<file path="src/rtl/tmr_pkg.sv">
package tmr_pkg;

    localparam int TMR_BYTE_W      = 8;
    localparam int TMR_PRE_W       = 8;
    localparam int TMR_SYNC_STAGES = 2;

    typedef struct packed {
        logic       run;
        logic       narrow;
        logic       ext_src;
        logic       fall_edge;
        logic       bypass;
        logic [2:0] ratio;
    } tmr_ctrl_t;

    typedef enum logic [1:0] {
        ADDR_CNT_LO = 2'd0,
        ADDR_CNT_HI = 2'd1,
        ADDR_CTRL   = 2'd2,
        ADDR_STAT   = 2'd3
    } tmr_addr_e;

    function automatic logic is_count_addr(input logic [1:0] a);
        return (a == ADDR_CNT_LO) || (a == ADDR_CNT_HI);
    endfunction

endpackage

</file>
<file path="src/rtl/tmr_tick_src.sv">
module tmr_tick_src
    import tmr_pkg::*;
#(
    parameter int SYNC_STAGES = TMR_SYNC_STAGES
) (
    input  logic clk,
    input  logic rst,
    input  logic ext_in,
    input  logic use_ext,
    input  logic fall_edge,
    input  logic active,
    output logic tick
);
    logic [SYNC_STAGES-1:0] sync_q;
    logic                   prev_q;
    logic                   level;
    logic                   edge_seen;

    always_ff @(posedge clk) begin
        if (rst) begin
            sync_q <= '0;
            prev_q <= 1'b0;
        end else begin
            sync_q <= {sync_q[SYNC_STAGES-2:0], ext_in};
            prev_q <= sync_q[SYNC_STAGES-1];
        end
    end

    assign level = sync_q[SYNC_STAGES-1];

    always_comb begin
        if (fall_edge) edge_seen = prev_q & ~level;
        else           edge_seen = ~prev_q & level;
    end

    assign tick = active & (use_ext ? edge_seen : 1'b1);

endmodule

</file>
<file path="src/rtl/tmr_prescaler.sv">
module tmr_prescaler
    import tmr_pkg::*;
#(
    parameter int PRE_W = TMR_PRE_W
) (
    input  logic             clk,
    input  logic             rst,
    input  logic             tick,
    input  logic             bypass,
    input  logic [2:0]       ratio,
    input  logic             clr,
    output logic             inc,
    output logic [PRE_W-1:0] level
);
    logic [PRE_W-1:0] pre_q;
    logic [PRE_W-1:0] mask;

    always_comb begin
        for (int i = 0; i < PRE_W; i++) begin
            mask[i] = (i <= int'(ratio));
        end
    end

    always_ff @(posedge clk) begin
        if (rst)                 pre_q <= '0;
        else if (clr || bypass)  pre_q <= '0;
        else if (tick)           pre_q <= pre_q + 1'b1;
    end

    assign inc   = bypass ? tick : (tick && ((pre_q & mask) == mask));
    assign level = pre_q;

endmodule

</file>
<file path="src/rtl/tmr_counter.sv">
module tmr_counter
    import tmr_pkg::*;
#(
    parameter int BYTE_W = TMR_BYTE_W
) (
    input  logic                clk,
    input  logic                rst,
    input  logic                inc,
    input  logic                narrow,
    input  logic                lo_we,
    input  logic                hi_we,
    input  logic                lo_re,
    input  logic [BYTE_W-1:0]   wdata,
    output logic [2*BYTE_W-1:0] count,
    output logic [BYTE_W-1:0]   hi_view,
    output logic                wrap
);
    localparam int CNT_W = 2 * BYTE_W;

    logic [CNT_W-1:0]  cnt_q;
    logic [BYTE_W-1:0] wbuf_q;
    logic [BYTE_W-1:0] rbuf_q;
    logic [BYTE_W-1:0] lo_b;
    logic [BYTE_W-1:0] hi_b;
    logic              loaded;

    assign lo_b   = cnt_q[BYTE_W-1:0];
    assign hi_b   = cnt_q[CNT_W-1:BYTE_W];
    assign loaded = lo_we || (narrow && hi_we);
    assign wrap   = inc && !loaded && (narrow ? (&lo_b) : (&cnt_q));

    always_ff @(posedge clk) begin
        if (rst) begin
            cnt_q <= '0;
        end else if (lo_we) begin
            if (narrow) cnt_q[BYTE_W-1:0] <= wdata;
            else        cnt_q <= {wbuf_q, wdata};
        end else if (hi_we && narrow) begin
            cnt_q[CNT_W-1:BYTE_W] <= wdata;
        end else if (inc) begin
            if (narrow) cnt_q[BYTE_W-1:0] <= lo_b + 1'b1;
            else        cnt_q <= cnt_q + 1'b1;
        end
    end

    always_ff @(posedge clk) begin
        if (rst) begin
            wbuf_q <= '0;
            rbuf_q <= '0;
        end else begin
            if (hi_we && !narrow) wbuf_q <= wdata;
            if (lo_re)            rbuf_q <= hi_b;
        end
    end

    assign count   = cnt_q;
    assign hi_view = narrow ? hi_b : rbuf_q;

endmodule

</file>
<file path="src/rtl/prescaled_timer.sv">
module prescaled_timer
    import tmr_pkg::*;
#(
    parameter int BYTE_W      = TMR_BYTE_W,
    parameter int PRE_W       = TMR_PRE_W,
    parameter int SYNC_STAGES = TMR_SYNC_STAGES
) (
    input  logic              clk,
    input  logic              rst,
    input  logic              reg_we,
    input  logic              reg_re,
    input  logic [1:0]        reg_addr,
    input  logic [BYTE_W-1:0] reg_wdata,
    output logic [BYTE_W-1:0] reg_rdata,
    input  logic              ext_tick_in,
    input  logic              sleep,
    output logic              irq
);
    localparam int CNT_W = 2 * BYTE_W;

    tmr_ctrl_t         ctrl_q;
    logic              flag_q;
    logic              ie_q;
    logic              lo_we, hi_we, ctrl_we, stat_we, lo_re;
    logic              pre_clr;
    logic              active;
    logic              tick_w;
    logic              inc_w;
    logic              wrap_w;
    logic [PRE_W-1:0]  pre_level;
    logic [CNT_W-1:0]  count_w;
    logic [BYTE_W-1:0] hi_view;

    assign lo_we   = reg_we && (reg_addr == ADDR_CNT_LO);
    assign hi_we   = reg_we && (reg_addr == ADDR_CNT_HI);
    assign ctrl_we = reg_we && (reg_addr == ADDR_CTRL);
    assign stat_we = reg_we && (reg_addr == ADDR_STAT);
    assign lo_re   = reg_re && (reg_addr == ADDR_CNT_LO);
    assign pre_clr = lo_we || (hi_we && ctrl_q.narrow);
    assign active  = ctrl_q.run && !sleep;

    always_ff @(posedge clk) begin
        if (rst)          ctrl_q <= '0;
        else if (ctrl_we) ctrl_q <= tmr_ctrl_t'(reg_wdata[7:0]);
    end

    always_ff @(posedge clk) begin
        if (rst) begin
            flag_q <= 1'b0;
            ie_q   <= 1'b0;
        end else begin
            if (wrap_w)                          flag_q <= 1'b1;
            else if (stat_we && !reg_wdata[0])  flag_q <= 1'b0;
            if (stat_we)                         ie_q   <= reg_wdata[1];
        end
    end

    tmr_tick_src #(.SYNC_STAGES(SYNC_STAGES)) u_src (
        .clk       (clk),
        .rst       (rst),
        .ext_in    (ext_tick_in),
        .use_ext   (ctrl_q.ext_src),
        .fall_edge (ctrl_q.fall_edge),
        .active    (active),
        .tick      (tick_w)
    );

    tmr_prescaler #(.PRE_W(PRE_W)) u_pre (
        .clk    (clk),
        .rst    (rst),
        .tick   (tick_w),
        .bypass (ctrl_q.bypass),
        .ratio  (ctrl_q.ratio),
        .clr    (pre_clr),
        .inc    (inc_w),
        .level  (pre_level)
    );

    tmr_counter #(.BYTE_W(BYTE_W)) u_cnt (
        .clk     (clk),
        .rst     (rst),
        .inc     (inc_w),
        .narrow  (ctrl_q.narrow),
        .lo_we   (lo_we),
        .hi_we   (hi_we),
        .lo_re   (lo_re),
        .wdata   (reg_wdata),
        .count   (count_w),
        .hi_view (hi_view),
        .wrap    (wrap_w)
    );

    always_comb begin
        unique case (reg_addr)
            ADDR_CNT_LO: reg_rdata = count_w[BYTE_W-1:0];
            ADDR_CNT_HI: reg_rdata = hi_view;
            ADDR_CTRL:   reg_rdata = BYTE_W'(ctrl_q);
            default:     reg_rdata = {{(BYTE_W-2){1'b0}}, ie_q, flag_q};
        endcase
    end

    assign irq = flag_q & ie_q;

endmodule

</file>
<file path="config.mk">
export PLATFORM = sky130hd
export DESIGN_NAME = prescaled_timer
export DESIGN_NICKNAME = d
export VERILOG_FILES = /design/src/rtl/tmr_pkg.sv /design/src/rtl/tmr_tick_src.sv /design/src/rtl/tmr_prescaler.sv /design/src/rtl/tmr_counter.sv /design/src/rtl/prescaled_timer.sv
export SDC_FILE = /design/constraint.sdc
export NUM_CORES = 1
export LEC_CHECK = 0
export ABC_AREA = 1
export BUFFER_PORTS_ARGS = -buffer_cell sky130_fd_sc_hd__buf_4
export CORE_AREA = 2 2 76 78
export DETAILED_ROUTE_END_ITERATION = 10
export DIE_AREA = 0 0 78 80
export GPL_TIMING_DRIVEN = 0
export PLACE_DENSITY_LB_ADDON = 0.05
export SLEW_MARGIN = 10
export SYNTH_ARGS = -nofsm -noshare
export SYNTH_HDL_FRONTEND = slang
export SYNTH_HIERARCHICAL = 1
export SYNTH_SLANG_ARGS = --single-unit
export TNS_END_PERCENT = 20
</file>
<file path="constraint.sdc">
create_clock -name clk -period 4.6 [get_ports clk]
set_input_delay 0.92 -clock clk [delete_from_list [all_inputs] [get_ports clk]]
set_output_delay 0.92 -clock clk [all_outputs]
set_load 0.02 [all_outputs]
</file>
==> reports/results.tsv <==
metric	value	unit
run status	finished clean	
antenna diode instance count	0	
main flop type after synthesis	dfxtp_1	
Post-Route WL	8110	um
startpoint class of the critical path	flop	
Post-synth ARST share	0	%
Final min period	2.80	ns
antenna violation net count after detailed routing	0	
summed instance area of the synthesized netlist	3130	um2
syn avg cell area	6.51	um2
number of violations reported at the end of detailed-routing iteration 0	276	
placer's final routability congestion estimate	0.918	
required time of the worst setup path	3.68	ns
clock latency on the worst-skew pair	0.31	ns
HPWL after DPL	6190	um
max cap viols	0	
fillers	541	
post-cts repair resize count	0	
via count of the first global-routing pass	2770	
count of buffers added by post-CTS timing repair for setup	0	
count of mapped cells out of synthesis	481	
type of destination of the critical path	primary output	
leakage power total	1.39	nW
final net count	529	
combined global-route utilization of all metal layers	27.6	%
total CTS buffers	5	
Crit Path Category	flop to primary output	
area growth from synthesis to layout	12.8	%
RSZ-0062 raised after global routing	false	
largest buffer count on any clock path	2	
height of the chip	80	um
Std-Cell Core Area	5410	um2
skew final	0.00786	ns
TritonRoute pass-1 iters	5	
register area share after synthesis	33.9	%
hold_buf cts	0	
die area	6240	um2
clock transition time at the flip-flop clock pins of the worst setup and hold paths	0.10	ns
number of top-level pins	25	
worst hold-check path type	flop to flop	
share of cells above drive strength 1	15.8	%
detailed-route wire length per cell	13.9	um
clk sink count	53	
Max Transition Viols Final	0	
antenna violations before repair	0	
Tcrit/Tclk final	60.9	%
delay of the slowest cell on the worst path	0.54	ns
synthesized net count	499	
cell type of the slowest stage on the worst timing path	dfxtp_1	
Power Density	277	nW/um2
Max Fclk	357	MHz
CP Cell Sequence	inv_2 > clkbuf_1 > o21ai_0 > nand2_1 > nand3_1 > buf_4	
Vias/cell	5.33	
worst max-slew margin expressed relative to the limit	59.9	%
IR Drop Worst-Case VDD	0.163	mV
initial cell density of the core	57.9	%
Final Hold Vio Count	0	
CTS tree	done	
total number of placement rows	27	
Post-synth EDFFs	0	
Worst Setup SP	ctrl_q[6]$_SDFFE_PP0P_	
DR DRC count	0	
largest net degree at the start of global routing	18	
warnings from Yosys	6	
Crit Path Max Fanout	10	
data arrival time of the worst path	1.88	ns
final number of setup-violating endpoints	0	
GRT overflow	0	
count of port buffers added during placement	23	
hold path startpoint	u_src/sync_q[0]$_SDFF_PP0_	
number of synthesized register bits	53	
Die X-Extent	78	um
H-tree levels	2	
overall power after layout	0.000979	W
first-pass GRT wire length	13400	um
via count of the routed design	3113	
slew at the pin closest to its max-slew limit	0.602	ns
count of distinct cell types in the synthesized netlist	40	
master cell of the clock root buffer	clkbuf_8	
reg2reg start	ctrl_q[4]$_SDFFE_PP0P_	
accumulated negative setup slack	0	ns
[synth_stat cells, types with 2 or more instances]
cell type | n | share of area [%]
o21ai_0 | 13 | 2.1
buf_6 | 2 | 0.72
buf_2 | 4 | 0.64
clkbuf_1 | 6 | 0.72
xor2_1 | 2 | 0.56
a21oi_1 | 30 | 4.8
nor3_1 | 5 | 0.80
inv_1 | 51 | 6.1
or2_2 | 2 | 0.40
dfxtp_1 | 53 | 34
a31oi_1 | 7 | 1.4
ha_1 | 2 | 0.80
a211oi_1 | 14 | 3.4
nor2_4 | 3 | 1.1
nand2_2 | 6 | 1.2
nand4_1 | 7 | 1.4
nor2_2 | 4 | 0.80
inv_2 | 6 | 0.72
nor2_1 | 52 | 6.2
nand3_1 | 30 | 4.8
o21ai_1 | 2 | 0.32
nand3_2 | 5 | 1.6
nand2_1 | 150 | 18
o211ai_1 | 3 | 0.72
nand2_4 | 2 | 0.72
a21oi_2 | 6 | 1.7
[critical path: cells and delay by family, from the launching register on]
kind	cells	cell delay, ns
compound gates	1	0.25
buf+inv	3	0.51
flops	1	0.54
simple gates	2	0.26
[per-layer routing]
metal | vias to the layer above | part of all wire (%) | track usage [%]
met5 | - | 0 | 0
met4 | 0 | 1.3 | 6.67
met3 | 9 | 7.5 | 4.75
met2 | 98 | 42 | 41.1
met1 | 1383 | 49 | 41.3
li1 | 1623 | - | -
[final timing paths]
check,endpoint,slack [ns],cells past startpoint
worst min-delay path,u_src/sync_q[1]$_SDFF_PP0_,0.41,2
worst min register to register,u_src/sync_q[1]$_SDFF_PP0_,0.41,2
worst max-delay path,reg_rdata[5],1.80,6
worst max register to register,flag_q$_SDFFE_PP0P_,2.32,12
[area by class of cell]
cell class                 instances  area, um2  area share, %
buffer                            15       91.3           2.59
clock buffer                       5       68.8           1.95
clock inverter                     3       68.8           1.95
inverter                          59        225           6.38
multi-input combinational        354       1750           49.6
sequential                        53       1060           30.1
tap                               72       90.1           2.55
timing repair buffer              23        173           4.89
[cells by family (layout without fill, tap and decap cells)]
| group | after synthesis | in the layout | share of synthesized area [%] |
|---|---|---|---|
| XOR/XNOR | 2 | 2 | 0.560 |
| flip-flops | 53 | 53 | 33.9 |
| AO/OA/AOI/OAI | 79 | 79 | 15.7 |
| adder cells (fa/ha/maj) | 2 | 2 | 0.800 |
| AND/OR/NAND/NOR | 271 | 271 | 38.9 |
| buffers and inverters | 74 | 105 | 10.1 |
[layout by cell type (no fill, tap or decap), drive strengths merged, types with 3 or more instances in the layout]
master	synthesis	routed
clkbuf	6	11
a31oi	7	7
nand4	7	7
nand3	35	35
nor3	7	7
a211oi	14	14
o211ai	3	3
o21ai	16	16
nor2	60	60
dfxtp	53	53
buf	9	32
nand2	158	158
inv	58	59
a21oi	37	37
[power breakdown]
group	internal, W	total [W]	switching (W)
Clock	0.000219	0.000382	0.000163
Sequential	0.000472	0.000484	0.0000119
Combinational	0.0000408	0.000112	0.0000716
[state kept, by name, summed over array words and instances, names as in the netlist]
register / cells
ctrl_q: 8
flag_q: 1
ie_q: 1
u_cnt/count: 16
u_cnt/rbuf_q: 8
u_cnt/wbuf_q: 8
u_pre/level: 8
u_src/prev_q: 1
u_src/sync_q: 2
[through the flow]
stage	utilization, %	worst slack [ns]	instances	area [um2]	hold WS (ns)
after floorplan	-	2.03	481	3130	0.388
after global placement	62.8	1.83	576	3390	0.389
after detailed placement	62.8	1.84	576	3390	0.396
after CTS	65.3	1.81	584	3530	0.412
after global routing	65.3	1.61	584	3530	0.454
final	65.3	1.80	584	3530	0.411
Power figures use the tool's default switching activity.
